## config.mk

```make
export PLATFORM = sky130hd
export DESIGN_NAME = acc8_core
export DESIGN_NICKNAME = d
export VERILOG_FILES = /design/src/rtl/acc8_pkg.sv /design/src/rtl/acc8_alu.sv /design/src/rtl/acc8_ctrl.sv /design/src/rtl/acc8_mem.sv /design/src/rtl/acc8_core.sv
export SDC_FILE = /design/constraint.sdc
export NUM_CORES = 2
export LEC_CHECK = 0
export ABC_AREA = 1
export CORE_ASPECT_RATIO = 1.1
export CORE_MARGIN = 2
export CORE_UTILIZATION = 38
export CTS_CLUSTER_SIZE = 28
export DETAILED_ROUTE_END_ITERATION = 6
export DONT_BUFFER_PORTS = 1
export PLACE_DENSITY = 0.49
export SYNTH_ARGS = -nofsm -noshare
export SYNTH_HDL_FRONTEND = slang
export SYNTH_HIERARCHICAL = 1
export SYNTH_SLANG_ARGS = --single-unit
```

## constraint.sdc

```tcl
create_clock -name clk -period 5.9 [get_ports clk]
set_input_delay 1.18 -clock clk [delete_from_list [all_inputs] [get_ports clk]]
set_output_delay 1.18 -clock clk [all_outputs]
set_load 0.01 [all_outputs]
```

## src/rtl/acc8_pkg.sv

```systemverilog
package acc8_pkg;
    localparam int WORD_W = 8;
    localparam int ADDR_W = 8;

    typedef enum logic [1:0] {
        PH_OPC = 2'd0,
        PH_ARG = 2'd1,
        PH_EXE = 2'd2
    } phase_e;

    typedef struct packed {
        logic ir_we;
        logic ar_we;
        logic pc_inc;
        logic pc_load;
        logic addr_ar;
        logic acc_we;
        logic mem_we;
        logic opd_mem;
    } ctl_t;

    typedef struct packed {
        logic [ADDR_W-1:0] pc;
        logic [WORD_W-1:0] ir;
        logic [WORD_W-1:0] ar;
        logic [WORD_W-1:0] acc;
        logic              cy;
    } dp_t;
endpackage

```

## src/rtl/acc8_alu.sv

```systemverilog
module acc8_alu #(
    parameter int W = 8
) (
    input  logic [3:0]   fn,
    input  logic [W-1:0] a,
    input  logic [W-1:0] b,
    output logic [W-1:0] y,
    output logic         cout
);
    logic [W:0] wide;

    always_comb begin
        wide = '0;
        y    = '0;
        cout = 1'b0;
        case (fn)
            4'h0: y = a;
            4'h1: begin
                wide = {1'b0, a} + {1'b0, b};
                y    = wide[W-1:0];
                cout = wide[W];
            end
            4'h2: begin
                y    = a - b;
                cout = (a < b);
            end
            4'h3: y = a & b;
            4'h4: y = a | b;
            4'h5: y = a ^ b;
            4'h6: y = ~a;
            4'h7: begin
                y    = {a[W-2:0], 1'b0};
                cout = a[W-1];
            end
            4'h8: begin
                y    = {1'b0, a[W-1:1]};
                cout = a[0];
            end
            4'h9: y = b;
            4'hA: begin
                wide = {1'b0, a} + {{W{1'b0}}, 1'b1};
                y    = wide[W-1:0];
                cout = wide[W];
            end
            4'hB: begin
                y    = a - W'(1);
                cout = (a == '0);
            end
            4'hC: begin
                y    = '0 - a;
                cout = (a != '0);
            end
            4'hD: y = '0;
            4'hE: y = '1;
            default: y = W'(1);
        endcase
    end
endmodule

```

## src/rtl/acc8_ctrl.sv

```systemverilog
module acc8_ctrl
    import acc8_pkg::*;
(
    input  logic              clk,
    input  logic              rst,
    input  logic [WORD_W-1:0] opc,
    output phase_e            phase,
    output ctl_t              ctl
);
    phase_e phase_d, phase_q;

    always_comb begin
        ctl     = '0;
        phase_d = phase_q;
        case (phase_q)
            PH_OPC: begin
                ctl.ir_we  = 1'b1;
                ctl.pc_inc = 1'b1;
                phase_d    = PH_ARG;
            end
            PH_ARG: begin
                ctl.ar_we  = 1'b1;
                ctl.pc_inc = 1'b1;
                phase_d    = PH_EXE;
            end
            PH_EXE: begin
                phase_d = PH_OPC;
                if (opc[WORD_W-1]) begin
                    ctl.pc_load = 1'b1;
                end else begin
                    case (opc[WORD_W-2:WORD_W-4])
                        3'b100: begin
                            ctl.mem_we  = 1'b1;
                            ctl.addr_ar = 1'b1;
                        end
                        3'b000: begin
                            ctl.acc_we  = 1'b1;
                            ctl.opd_mem = 1'b1;
                            ctl.addr_ar = 1'b1;
                        end
                        3'b001: ctl.acc_we = 1'b1;
                        default: ;
                    endcase
                end
            end
            default: phase_d = PH_OPC;
        endcase
    end

    always_ff @(posedge clk) begin
        if (rst) phase_q <= PH_OPC;
        else     phase_q <= phase_d;
    end

    assign phase = phase_q;

    AST_OPC_TO_ARG: assert property (@(posedge clk) disable iff (rst)
        (phase_q == PH_OPC) |=> (phase_q == PH_ARG));
    AST_ARG_TO_EXE: assert property (@(posedge clk) disable iff (rst)
        (phase_q == PH_ARG) |=> (phase_q == PH_EXE));
    AST_EXE_TO_OPC: assert property (@(posedge clk) disable iff (rst)
        (phase_q == PH_EXE) |=> (phase_q == PH_OPC));
endmodule

```

## src/rtl/acc8_mem.sv

```systemverilog
module acc8_mem #(
    parameter int AW = 8,
    parameter int DW = 8
) (
    input  logic          clk,
    input  logic          rst,
    input  logic          ld_en,
    input  logic [AW-1:0] ld_addr,
    input  logic [DW-1:0] ld_data,
    input  logic          we,
    input  logic [AW-1:0] addr,
    input  logic [DW-1:0] wdata,
    output logic [DW-1:0] rdata,
    input  logic [AW-1:0] dbg_addr,
    output logic [DW-1:0] dbg_rdata
);
    localparam int DEPTH = 1 << AW;

    logic [DW-1:0] cell_q [DEPTH];

    always_ff @(posedge clk) begin
        if (ld_en)   cell_q[ld_addr] <= ld_data;
        else if (we) cell_q[addr]    <= wdata;
    end

    assign rdata     = cell_q[addr];
    assign dbg_rdata = cell_q[dbg_addr];

    AST_STORE_LANDS: assert property (@(posedge clk) disable iff (rst)
        (we && !ld_en) |=> (cell_q[$past(addr)] == $past(wdata)));
endmodule

```

## src/rtl/acc8_core.sv

```systemverilog
module acc8_core
    import acc8_pkg::*;
(
    input  logic              clk,
    input  logic              rst,
    input  logic              ld_en,
    input  logic [ADDR_W-1:0] ld_addr,
    input  logic [WORD_W-1:0] ld_data,
    input  logic [ADDR_W-1:0] dbg_rd_addr,
    output logic [WORD_W-1:0] dbg_rd_data,
    output logic [ADDR_W-1:0] dbg_pc,
    output logic [WORD_W-1:0] dbg_acc,
    output logic              dbg_cy,
    output logic [1:0]        dbg_state
);
    dp_t               dp_d, dp_q;
    ctl_t              ctl;
    phase_e            phase;
    logic [ADDR_W-1:0] mem_addr;
    logic [WORD_W-1:0] mem_rdata;
    logic [WORD_W-1:0] alu_b;
    logic [WORD_W-1:0] alu_y;
    logic              alu_c;

    acc8_ctrl u_ctrl (
        .clk   (clk),
        .rst   (rst),
        .opc   (dp_q.ir),
        .phase (phase),
        .ctl   (ctl)
    );

    assign mem_addr = ctl.addr_ar ? dp_q.ar : dp_q.pc;

    acc8_mem #(.AW(ADDR_W), .DW(WORD_W)) u_mem (
        .clk       (clk),
        .rst       (rst),
        .ld_en     (ld_en),
        .ld_addr   (ld_addr),
        .ld_data   (ld_data),
        .we        (ctl.mem_we),
        .addr      (mem_addr),
        .wdata     (dp_q.acc),
        .rdata     (mem_rdata),
        .dbg_addr  (dbg_rd_addr),
        .dbg_rdata (dbg_rd_data)
    );

    assign alu_b = ctl.opd_mem ? mem_rdata : dp_q.ar;

    acc8_alu #(.W(WORD_W)) u_alu (
        .fn   (dp_q.ir[3:0]),
        .a    (dp_q.acc),
        .b    (alu_b),
        .y    (alu_y),
        .cout (alu_c)
    );

    always_comb begin
        dp_d = dp_q;
        if (ctl.ir_we)   dp_d.ir = mem_rdata;
        if (ctl.ar_we)   dp_d.ar = mem_rdata;
        if (ctl.pc_inc)  dp_d.pc = dp_q.pc + ADDR_W'(1);
        if (ctl.pc_load) dp_d.pc = ADDR_W'(dp_q.ar);
        if (ctl.acc_we) begin
            dp_d.acc = alu_y;
            dp_d.cy  = alu_c;
        end
    end

    always_ff @(posedge clk) begin
        if (rst) dp_q <= '0;
        else     dp_q <= dp_d;
    end

    assign dbg_pc    = dp_q.pc;
    assign dbg_acc   = dp_q.acc;
    assign dbg_cy    = dp_q.cy;
    assign dbg_state = phase;

    AST_PC_STEP: assert property (@(posedge clk) disable iff (rst)
        (phase == PH_OPC || phase == PH_ARG)
        |=> (dp_q.pc == ADDR_W'($past(dp_q.pc) + ADDR_W'(1))));
    AST_BRANCH_TARGET: assert property (@(posedge clk) disable iff (rst)
        (phase == PH_EXE && dp_q.ir[7]) |=> (dp_q.pc == $past(dp_q.ar)));
    AST_STORE_HOLDS_ACC: assert property (@(posedge clk) disable iff (rst)
        (phase == PH_EXE && dp_q.ir[7:4] == 4'h4)
        |=> ($stable(dp_q.acc) && $stable(dp_q.cy)));
    AST_IDLE_GROUP_HOLDS: assert property (@(posedge clk) disable iff (rst)
        (phase == PH_EXE && !dp_q.ir[7] && dp_q.ir[6:4] inside {3'd2, 3'd3, 3'd5, 3'd6, 3'd7})
        |=> ($stable(dp_q.acc) && $stable(dp_q.cy)));
endmodule

```

==> flow_summary.ini <==
[floorplanning]
io_pins = 54
rows = 204
core_area_sq_um = 281000
dieArea_sq_um = 287000
fp.dieH_um = 562
die_w_um = 511
start_util_pct = 38.2

[sta]
skew_ns = 0.0785
worst_pin_slew_ns = 5.78
final.period_utilization_pct = 162
relSlewSlack_pct = -285
rsz0062_at_grt = false
drv_slew = 636
hold_viol = 0
finalCriticalPeriod_ns = 9.55
whs_ns = 0.356
setup_slack_ns = -3.65
fmax_mhz = 105
setup_viol_count_final = 8

[route]
drt_pass1_iterations = 7
ant_nets = 0
vias = 95500
routedWlPerCell_um = 28.0
vias_per_cell = 5.97
routed_wl_mm = 448
detail_route.iter0.violations = 13200
drc = 13

[yosys]
ys.flop_type = edfxtp_1
synth-async-reset-ratio_pct = 0
synth-edff-count = 2048
muxShareOfSynthArea_pct = 0.0839
synth.cell_area_sq_um = 107000
yosys.area.top_type = edfxtp_1
yosysWarnings = 6
synth_xor_area_share_pct = 0.0326
synth_seq_area_share_pct = 57.9
synthSimpleGateAreaFrac_pct = 35.9
synth-compound-area-share_pct = 0.637
synth_most_common_cell = nand2_1
synth_fa_ha_area_share_pct = 0.387
synth_top_area_share_pct = 57.3
synthTopCellsByArea = edfxtp_1 (57%), nand3_1 (19%), nand2_1 (15%)
synth_common_cells = nand2_1 (4,377), nand3_1 (4,091), edfxtp_1 (2,048), buf_2 (605), nor2_1 (384)
synth_cell_types = 42
ys_seq_elements = 2083
synth_nets = 12300
synth.avg_cell_area_sq_um = 8.77
netlist_instances = 12200
synth_top_family_by_area = simple AND/OR/NAND/NOR gates

[power_and_ir_drop]
swShare_pct = 29.0
pwr-share-clk_pct = 39.3
powerDensity_nw_per_um2 = 317
seq_power_share_pct = 42.6
p_sw_mw = 11.1
p_comb_share_pct = 18.1
ir_worst_vdd_uv = 291
leakage_nw = 45.2
p_int_mw = 27.2
total_power_mw = 38.4

[final_layout]
stdcell_count = 16000
syn_to_final_growth_pct = 12.9
final-seq-area_sq_um = 62200
multiInputGateArea_sq_um = 40100
drive_gt1_share_pct = 7.87
finish.utilization_pct = 43.1
filler_cell_count = 26700
nets = 12100

[global_route]
overflow = 0
grt_pass1_vias = 90200
grt_pass1_wl_mm = 638
grt_antenna_before_repair = 18
gr-usage-all-layers_pct = 30.1
grt_max_degree = 1026

[flow_run]
maxCapViolCount = 1

[cts]
ctsHoldBuffers = 0
cts.sinks = 2083
cts-root-buf = clkbuf_16
htree_num_levels = 4
clk_latency_ns = 0.96
path_clk_slew_ns = 0.06
numCtsBuffers = 237
cts_tree = done
clockBufferDepth = 4

[placement]
hpwlAfterDp_mm = 267
port-buffer-count = 0
gp_congestion = 0.907
place_inst = 15600

[worst_setup_path]
cp.arrival_ns = 8.37
worstSetupStartpointType = input pin
rrSetupSlack_ns = 0.26
path_class = input pin to output port
crit_path_max_fanout = 1025
crit_required_ns = 4.72
cp-end-kind = output port

[hold_path]
hp-class = input pin to flip-flop

[status]
violations = DRC, capacitance limit, slew limit, setup timing
status = finished with violations
metal layers:
layer / track usage, % / share of wire (%) / up-vias
li1: - / - / 42100
met1: 39.8 / 39 / 46600
met2: 47.3 / 45 / 5693
met3: 5.32 / 9.8 / 1089
met4: 15.5 / 5.6 / 2
met5: 0 / 0.0025 / -
flip-flops by register name, indices dropped and copies added (netlist names):
name,cells
dbg_acc,8
dbg_cy,1
dbg_pc,8
dp_q,16
u_ctrl/phase,2
u_mem/cell_q,2048
worst max-delay path, cell delays in order:
cell	delay [ns]
clkinv_16	1.84
buf_12	0.35
buf_12	0.22
nand2_1	0.07
nand3_1	0.07
nand3_1	0.19
nand3_1	0.15
nand3_1	0.25
nand3_1	0.15
nand3_1	0.22
nand2_1	0.36
nand2_1	0.09
nand2_1	0.30
buf_12	0.15
cell families (layout without fill, tap and decap cells):
group / Yosys count / in the layout
flops: 2083 / 2083
compound gates: 127 / 127
fa+ha+maj: 32 / 32
buf+inv: 1102 / 1125
other cells: 0 / 5
xor+xnor: 4 / 4
mux: 8 / 8
simple gates: 8893 / 8893
final timing paths:
path	startpoint	end	depth (start not counted)
min reg2reg	u_ctrl/phase[0]	u_ctrl/phase[1]	2
min	rst	dbg_pc[4]	1
max	dbg_rd_addr[0]	dbg_rd_data[4]	14
max reg2reg	dp_q[22]	dbg_acc[7]	33
layout make-up:
class,count,area share [%]
clock inverters,142,1.29
inverters,139,0.500
clock buffers,282,5.10
diodes,5,0.0103
flip-flops and latches,2083,51.3
well taps,3708,3.83
multi-input cells,9064,33.1
repair buffers,562,4.92
timing repair:
item,CTS,global route
endpoints found under the hold margin,0,0
buffers inserted,0,0
gates resized for setup,0,20
endpoints found under the setup margin,0,12
power by group through the flow:
stage | Clock (mW) | Combinational (mW) | Sequential (mW)
after detailed placement | 0 | 6.67 | 16.7
after CTS | 15.3 | 6.68 | 16.4
after global routing | 15.9 | 7.30 | 16.4
after global placement | 0 | 6.65 | 16.7
final | 15.1 | 6.93 | 16.4
after floorplan | 0 | 4.07 | 16.7
metrics by stage:
| step | setup TNS (ns) | setup WS (ns) | area, sq um |
|---|---|---|---|
| 6_report | -28.81 | -3.65 | 121000 |
| 5_1_grt | 0 | 0.0153 | 121000 |
| 4_1_cts | 0 | 0.143 | 121000 |
| 3_5_place_dp | 0 | 0.155 | 113000 |
| 3_3_place_gp | 0 | 0.0706 | 113000 |
| 2_1_floorplan | 0 | 1.74 | 107000 |
cell usage in the layout (no fill, tap or decap), types with 3 or more instances in the layout:
cell,n
o21ai_1,4
nand4_1,6
buf_4,421
nand2_2,21
nand3b_1,4
bufinv_16,33
clkinvlp_4,10
nor2_1,383
clkbuf_16,243
nor3_1,9
a22oi_1,5
dfxtp_1,35
inv_6,5
o21ai_4,4
clkinv_2,34
o21ai_2,5
inv_2,8
a21oi_1,31
ha_1,30
inv_1,119
or2_2,3
clkbuf_1,41
o21ai_0,67
buf_12,126
o22ai_1,3
nor2_2,11
nand2_1,4359
xor2_1,3
inv_8,4
nand3_1,4087
mux2_8,8
clkinv_1,60
buf_16,5
nand3_2,5
buf_6,8
clkinv_4,3
edfxtp_1,2048
diode_2,5
No activity file was read; power rests on OpenSTA's default activity.
